--- src/rtl/rx_pol_pkg.sv ---
package rx_pol_pkg;

  // Decoded per-cycle event seen by the polarity decision.
  typedef enum logic [2:0] {
    EV_IDLE      = 3'd0,
    EV_FLUSH     = 3'd1,
    EV_RUN_OK    = 3'd2,
    EV_RUN_INV   = 3'd3,
    EV_BURST_OK  = 3'd4,
    EV_BURST_INV = 3'd5
  } pol_ev_e;

endpackage

--- src/rtl/pol_run_counter.sv ---
module pol_run_counter #(
  parameter int LIMIT = 8,
  parameter int CNT_W = 3
) (
  input  logic             clk_i,
  input  logic             rst_ni,
  input  logic             clr_i,
  input  logic             inc_i,
  output logic             hit_o,
  output logic [CNT_W-1:0] cnt_o
);

  localparam logic [CNT_W-1:0] LAST = CNT_W'(LIMIT - 1);

  logic [CNT_W-1:0] cnt_q, cnt_d;
  logic             cnt_en;

  // The hit strobe wraps the count back to zero.
  assign hit_o  = inc_i && (cnt_q == LAST);
  assign cnt_en = clr_i || inc_i;

  always_comb begin
    if (clr_i || hit_o) cnt_d = '0;
    else                cnt_d = cnt_q + 1'b1;
  end

  always_ff @(posedge clk_i or negedge rst_ni) begin
    if (!rst_ni)     cnt_q <= '0;
    else if (cnt_en) cnt_q <= cnt_d;
  end

  assign cnt_o = cnt_q;

endmodule

--- src/rtl/pol_state_reg.sv ---
module pol_state_reg (
  input  logic clk_i,
  input  logic rst_ni,
  input  logic clr_i,
  input  logic tgl_i,
  output logic state_o
);

  logic st_q, st_d, st_en;

  assign st_en = clr_i || tgl_i;

  always_comb begin
    if (clr_i) st_d = 1'b0;
    else       st_d = ~st_q;
  end

  always_ff @(posedge clk_i or negedge rst_ni) begin
    if (!rst_ni)    st_q <= 1'b0;
    else if (st_en) st_q <= st_d;
  end

  assign state_o = st_q;

endmodule

--- src/rtl/rx_pol_detect.sv ---
module rx_pol_detect
  import rx_pol_pkg::*;
#(
  parameter int INV_LIMIT = 8
) (
  input  logic clk_i,
  input  logic rst_ni,
  input  logic nlp_vld_i,
  input  logic nlp_inv_i,
  input  logic flp_vld_i,
  input  logic flp_inv_i,
  input  logic link_ok_i,
  input  logic auto_dis_i,
  input  logic man_inv_i,
  output logic rev_stat_o,
  output logic rx_inv_o,
  output logic tx_inv_o
);

  localparam int CNT_W = (INV_LIMIT > 1) ? $clog2(INV_LIMIT) : 1;

  pol_ev_e          ev;
  logic             cnt_clr, cnt_inc, run_hit;
  logic             st_clr, st_tgl, rev_state;
  logic [CNT_W-1:0] run_cnt;

  // Event decode: flush beats bursts, bursts beat single pulses.
  always_comb begin
    if (!link_ok_i || auto_dis_i) ev = EV_FLUSH;
    else if (flp_vld_i)           ev = flp_inv_i ? EV_BURST_INV : EV_BURST_OK;
    else if (nlp_vld_i)           ev = nlp_inv_i ? EV_RUN_INV : EV_RUN_OK;
    else                          ev = EV_IDLE;
  end

  always_comb begin
    cnt_inc = (ev == EV_RUN_INV);
    cnt_clr = (ev == EV_FLUSH) || (ev == EV_RUN_OK) ||
              (ev == EV_BURST_OK) || (ev == EV_BURST_INV);
    st_clr  = (ev == EV_FLUSH);
    st_tgl  = (ev == EV_BURST_INV) || run_hit;
  end

  pol_run_counter #(
    .LIMIT (INV_LIMIT),
    .CNT_W (CNT_W)
  ) u_run_cnt (
    .clk_i  (clk_i),
    .rst_ni (rst_ni),
    .clr_i  (cnt_clr),
    .inc_i  (cnt_inc),
    .hit_o  (run_hit),
    .cnt_o  (run_cnt)
  );

  pol_state_reg u_rev_state (
    .clk_i   (clk_i),
    .rst_ni  (rst_ni),
    .clr_i   (st_clr),
    .tgl_i   (st_tgl),
    .state_o (rev_state)
  );

  always_comb begin
    if (auto_dis_i) begin
      rx_inv_o   = 1'b0;
      tx_inv_o   = man_inv_i;
      rev_stat_o = man_inv_i;
    end else begin
      rx_inv_o   = rev_state;
      tx_inv_o   = 1'b0;
      rev_stat_o = rev_state;
    end
  end

endmodule

--- config.mk ---
export PLATFORM = sky130hd
export DESIGN_NAME = rx_pol_detect
export DESIGN_NICKNAME = d
export VERILOG_FILES = /design/src/rtl/rx_pol_pkg.sv /design/src/rtl/pol_run_counter.sv /design/src/rtl/pol_state_reg.sv /design/src/rtl/rx_pol_detect.sv
export SDC_FILE = /design/constraint.sdc
export NUM_CORES = 1
export LEC_CHECK = 0
export CAP_MARGIN = 20
export CORE_AREA = 2 2 39 41
export CTS_BUF_LIST = sky130_fd_sc_hd__clkbuf_4 sky130_fd_sc_hd__clkbuf_8 sky130_fd_sc_hd__clkbuf_16
export DETAILED_ROUTE_END_ITERATION = 10
export DIE_AREA = 0 0 41 43
export HOLD_SLACK_MARGIN = 0.15
export PLACE_DENSITY = 0.45
export SETUP_SLACK_MARGIN = 0.05
export SLEW_MARGIN = 20
export SYNTH_ARGS = -nofsm -noshare
export SYNTH_HDL_FRONTEND = slang
export SYNTH_HIERARCHICAL = 1
export SYNTH_SLANG_ARGS = --single-unit
--- constraint.sdc ---
create_clock -name clk_i -period 1.7 [get_ports clk_i]
set_input_delay 0.425 -clock clk_i [delete_from_list [all_inputs] [get_ports clk_i]]
set_output_delay 0.425 -clock clk_i [all_outputs]
set_load 0.02 [all_outputs]
==> out/results.ini, run 1 <==
[run_status]
status = finished, final reports clean

[routing]
wl_met2_um = 275
routed_wl_um = 601
num_vias = 243
ant_nets = 0
via_per_inst = 4.19
routed-wl-met3_um = 71
first_iter_violations = 2
highest_layer = met3
avgRoutedWirePerCell_um = 10.4
drc = 0
wl_met1_um = 255
first_pass_iters = 2

[min_path]
worst_hold_path_type = in -> async

[sta]
fmax_mhz = 626
finalCriticalPeriod_ps = 1600
whs_ps = 393
worst_pin_slew_ps = 215
clock_skew_ps = 1.36
slew_viol_final = 0
timing.final.ws_setup_ps = 103
final-hold-violation-count = 0
grt_setup_unrepaired = true
setup_viol = 0
tns_ps = 0
fin_crit_sh_pct = 93.9
slew_headroom_pct = 85.6

[clocking]
cts_max_level = 1
cts_tree = done
cts_buffers = 3
clkSinkCount = 4
clock_path_buffers = 2
clock_latency_ps = 230
path_clk_slew_ps = 40
cts_root_buf = clkbuf_4
ctsHoldBuffers = 0

[power]
p_total_uw = 256
p_per_area_mw_per_mm2 = 584
vdd_drop_max_v = 0.000206
p_leak_uw = 0.000216

[final_layout]
nets = 55
syn_to_final_growth_pct = 64.3
num_antenna_cells = 0
stdcell_area_sq_um = 438
drive_gt1_share_pct = 28.6

[placed_design]
dpl.hpwl_um = 477
numPortBuffers = 11
gp_congestion = 0.645
dpl_worst_slack_ps = -499
placed_area_sq_um = 412

[grt]
overflow = 0
track_usage_pct = 8.47
grt_pass1_wl_um = 993
grt_pass1_vias = 272
grt_max_degree = 5
antenna_found_initial = 0

[floorplan]
core_area_sq_mm = 0.00138
die_h_um = 43
fp.dieW_um = 41
io-pin-count = 12
die_area_sq_mm = 0.00176
start_util_pct = 19.3
rows = 14

[synthesis]
synthCells = 26
synth_seq_area_share_pct = 37.6
syn_nets = 37
syn_area_sq_um = 267
ys_ff_latch = 4
synth_area_per_cell_sq_um = 10.3
yosysWarnings = 6
yosysUniqueCellTypes = 18

[setup_path]
critPathMaxFanout = 3
crit_path_start_kind = input port
cp.arrival_ps = 1710
startpoint = flp_vld_i
crit_required_ps = 1820
endpoint_kind = flop
criticalPathCategory = in -> reg
r2r-start = u_run_cnt/cnt_o[0]

[flow_run]
maxCapViolations = 0

-- cells by family (layout without fill, tap and decap cells) --
kind of cell	after synthesis	after routing	share of synthesized area (%)
buffers and inverters	2	18	2.82
AND/OR/NAND/NOR	12	12	31.0
flip-flops	4	4	37.6
adder cells (fa/ha/maj)	2	2	9.39
AO/OA/AOI/OAI	5	5	16.0
XOR/XNOR	1	1	3.29
-- registers in the layout, summed over array words and instances, names as in the netlist --
name and count:
u_rev_state/state_o 1, u_run_cnt/cnt_o 3
-- cells in the mapped netlist --
cell / number / share of area, %
xnor2_1: 1 / 3.3
a22o_2: 1 / 3.8
dfrtp_1: 4 / 38
inv_1: 2 / 2.8
nor2_1: 3 / 4.2
a32o_1: 2 / 7.5
nand2_1: 1 / 1.4
nor3b_2: 1 / 4.7
nor2b_1: 1 / 2.3
nor2b_4: 1 / 5.2
or2_1: 1 / 2.3
nand2b_1: 1 / 2.3
ha_1: 2 / 9.4
and2_4: 1 / 3.3
and2_2: 1 / 2.8
o21bai_1: 1 / 2.8
o21ai_1: 1 / 1.9
and3_1: 1 / 2.3
-- timing repair --
item                                    CTS  global route
endpoints found under the hold margin     0             0
pin swaps                                 4             2
setup buffers                             0             0
gates resized for setup                  12             3
endpoints found under the setup margin    5             3
-- layout by cell type (no fill, tap or decap), types with 2 or more instances in the layout --
cell type	synthesis	routed
clkdlybuf4s50_1	0	5
dfrtp_1	4	4
clkbuf_4	0	3
clkdlybuf4s15_1	0	3
nor2_1	3	3
inv_1	2	2
dlygate4sd2_1	0	2
buf_4	0	2
a32o_1	2	2
ha_1	2	2
-- per-stage QoR --
step,utilization [%],instances
3_5_place_dp,29.7,55
3_3_place_gp,29.7,55
4_1_cts,31.1,58
6_report,31.6,58
2_1_floorplan,-,26
5_1_grt,31.6,58
-- cell type report --
type	count	area, sq um
inverters	2	7.51
multi-input cells	20	164
well taps	16	20.0
repair buffers	13	124
flip-flops and latches	4	100
clock buffers	3	22.5
fillers	154	946
-- worst paths after layout --
kind                                       end  slack (ps)  cells after the start
min reg2reg                 u_run_cnt/cnt_o[1]         510                      1
max in group asynchronous   u_run_cnt/cnt_o[2]        1150                      1
min in group clk_i          u_run_cnt/cnt_o[1]         510                      1
max reg2reg                u_rev_state/state_o         230                      6
max                        u_rev_state/state_o         100                      7
min                         u_run_cnt/cnt_o[0]         390                      1
-- power by group --
| part | switching, uW | leakage [uW] | internal (uW) |
|---|---|---|---|
| clock | 35.2 | 0.0000138 | 78.7 |
| sequential | 0.256 | 0.0000558 | 96.2 |
| combinational | 17.5 | 0.000146 | 27.8 |
-- layer usage --
metal  GRT usage [%]  up-vias
met5               0        -
met4            8.00        0
met3            2.09        0
met2            12.5       12
met1            9.12      108
li1                -      123
-- worst max-delay path, cell delays in order --
cell and delay, ps:
clkdlybuf4s50_1 430, nor3b_2 200, and3_4 220, and2_2 140, o21bai_1 110, xnor2_1 140, nor2_1 60
Note: power is estimated with default switching activity, not from simulation.
==> run 2, diff against run 1 <==
--- a/config.mk
+++ b/config.mk
@@ -10,8 +10,9 @@
 export CTS_BUF_LIST = sky130_fd_sc_hd__clkbuf_4 sky130_fd_sc_hd__clkbuf_8 sky130_fd_sc_hd__clkbuf_16
 export DETAILED_ROUTE_END_ITERATION = 10
 export DIE_AREA = 0 0 41 43
+export DONT_BUFFER_PORTS = 1
 export HOLD_SLACK_MARGIN = 0.15
-export PLACE_DENSITY = 0.45
+export PLACE_DENSITY = 0.34
 export SETUP_SLACK_MARGIN = 0.05
 export SLEW_MARGIN = 20
 export SYNTH_ARGS = -nofsm -noshare
==> run 2 against run 1 <==
Combinational power decreased by 56%. Global-route usage decreased by 1.3 points. Wire length decreased by 21%. Flip-flop and latch count unchanged. First-iteration DRC count increased to 3.0 times the previous value. Clock-buffer cell count unchanged. Clock skew increased by 0.90 ps. Non-clock buffer count decreased by 11. Critical endpoint unchanged.
==> out/results.ini, run 2 (synthesis gave the netlist of run 1 again) <==
[setup_path]
crit_path_start_kind = flop
crit_required_ps = 1810
cp.arrival_ps = 1570
reg2reg_slack_ps = 240
criticalPathCategory = reg -> reg
endpoint_kind = flop
critPathMaxFanout = 3

[min_path]
worst_hold_path_type = in -> reg

[grt]
grt_pass1_wl_um = 821
grt_pass1_vias = 228
track_usage_pct = 7.17
grt_max_degree = 5
overflow = 0
antenna_found_initial = 0

[clocking]
clock_path_buffers = 2
cts_root_buf = clkbuf_4
path_clk_slew_ps = 30
ctsHoldBuffers = 1
clkSinkCount = 4
cts_buffers = 3
cts_tree = done
post_cts_resized = 0
cts_setup_buffers = 0
clock_latency_ps = 230
cts_max_level = 1

[final_layout]
stdcell_area_sq_um = 327
nets = 44
final_cells = 47
num_antenna_cells = 0
drive_gt1_share_pct = 29.0
syn_to_final_growth_pct = 22.5
largest_reg_flops = 3
final_core_util_pct = 23.6
final_cell_mix = dfrtp_1 (4), clkbuf_4 (3), nor2_1 (3)
mostFrequentLayoutCell = dfrtp_1

[sta]
grt_setup_unrepaired = false
slew_viol_final = 0
fmax_mhz = 684
clock_skew_ps = 2.25
worst_pin_slew_ps = 224
finalCriticalPeriod_ps = 1460
tns_ps = 0
setup_viol = 0
fin_crit_sh_pct = 86.0
final-hold-violation-count = 0
slew_headroom_pct = 85.0

[routing]
first_pass_iters = 3
first_iter_violations = 6
drc = 0
ant_nets = 0
routed_wl_um = 475
num_vias = 194
avgRoutedWirePerCell_um = 10.1
via_per_inst = 4.13

[placed_design]
gp_congestion = 0.602
numPortBuffers = 0
placed_area_sq_um = 294
placed_cells = 43

[floorplan]
core_area_sq_mm = 0.00138
fp.dieW_um = 41
die_area_sq_mm = 0.00176
rows = 14
io-pin-count = 12
die_h_um = 43
start_util_pct = 19.3

[flow_run]
maxCapViolations = 0

[power]
p_per_area_mw_per_mm2 = 697
vdd_drop_max_v = 0.000343
p_leak_uw = 0.000168

[run_status]
status = finished, final reports clean

[run 2: final timing paths]
path                                     from                   to  depth (start not counted)
max                        u_run_cnt/cnt_o[0]  u_rev_state/state_o                          6
min                                 link_ok_i  u_rev_state/state_o                          2
max reg2reg                u_run_cnt/cnt_o[0]  u_rev_state/state_o                          6
min reg2reg                u_run_cnt/cnt_o[1]   u_run_cnt/cnt_o[1]                          1
max in group asynchronous              rst_ni   u_run_cnt/cnt_o[0]                          1
min in group asynchronous              rst_ni  u_rev_state/state_o                          1
[run 2: cell type report]
type	instances	area, sq um
Timing Repair Buffer	2	17.5
Multi-Input combinational cell	20	159
Inverter	2	7.51
Clock buffer	3	22.5
Fill cell	151	1060
Tap cell	16	20.0
Sequential cell	4	100
[run 2: worst max-delay path, cell delays in order, from the launching register on]
cell,delay (ps)
dfrtp_1,380
ha_1,210
ha_1,210
and2_2,180
o21bai_1,160
xnor2_1,150
nor2_1,60
[run 2: stage by stage]
stage	hold WS (ps)	total power [uW]	worst slack (ps)
3_5_place_dp	130	115	233
2_1_floorplan	129	113	256
5_1_grt	383	240	135
6_report	361	227	238
4_1_cts	355	236	221
3_3_place_gp	130	115	245
[run 2: layer usage]
metal / track usage [%] / wire [um] / part of all wire [%] / vias up
li1: - / - / - / 105
met1: 8.20 / 209 / 44 / 85
met2: 10.6 / 232 / 49 / 4
met3: 3.14 / 32 / 6.7 / 0
met4: 4.00 / 0 / 0 / 0
met5: 0 / 0 / 0 / -
[run 2: report_power, final]
group,internal [uW],switching (uW),total [uW]
combinational,8.85,11.1,20.0
clock,78.5,32.5,111
sequential,96.2,0.249,96.5
total,184,43.9,227
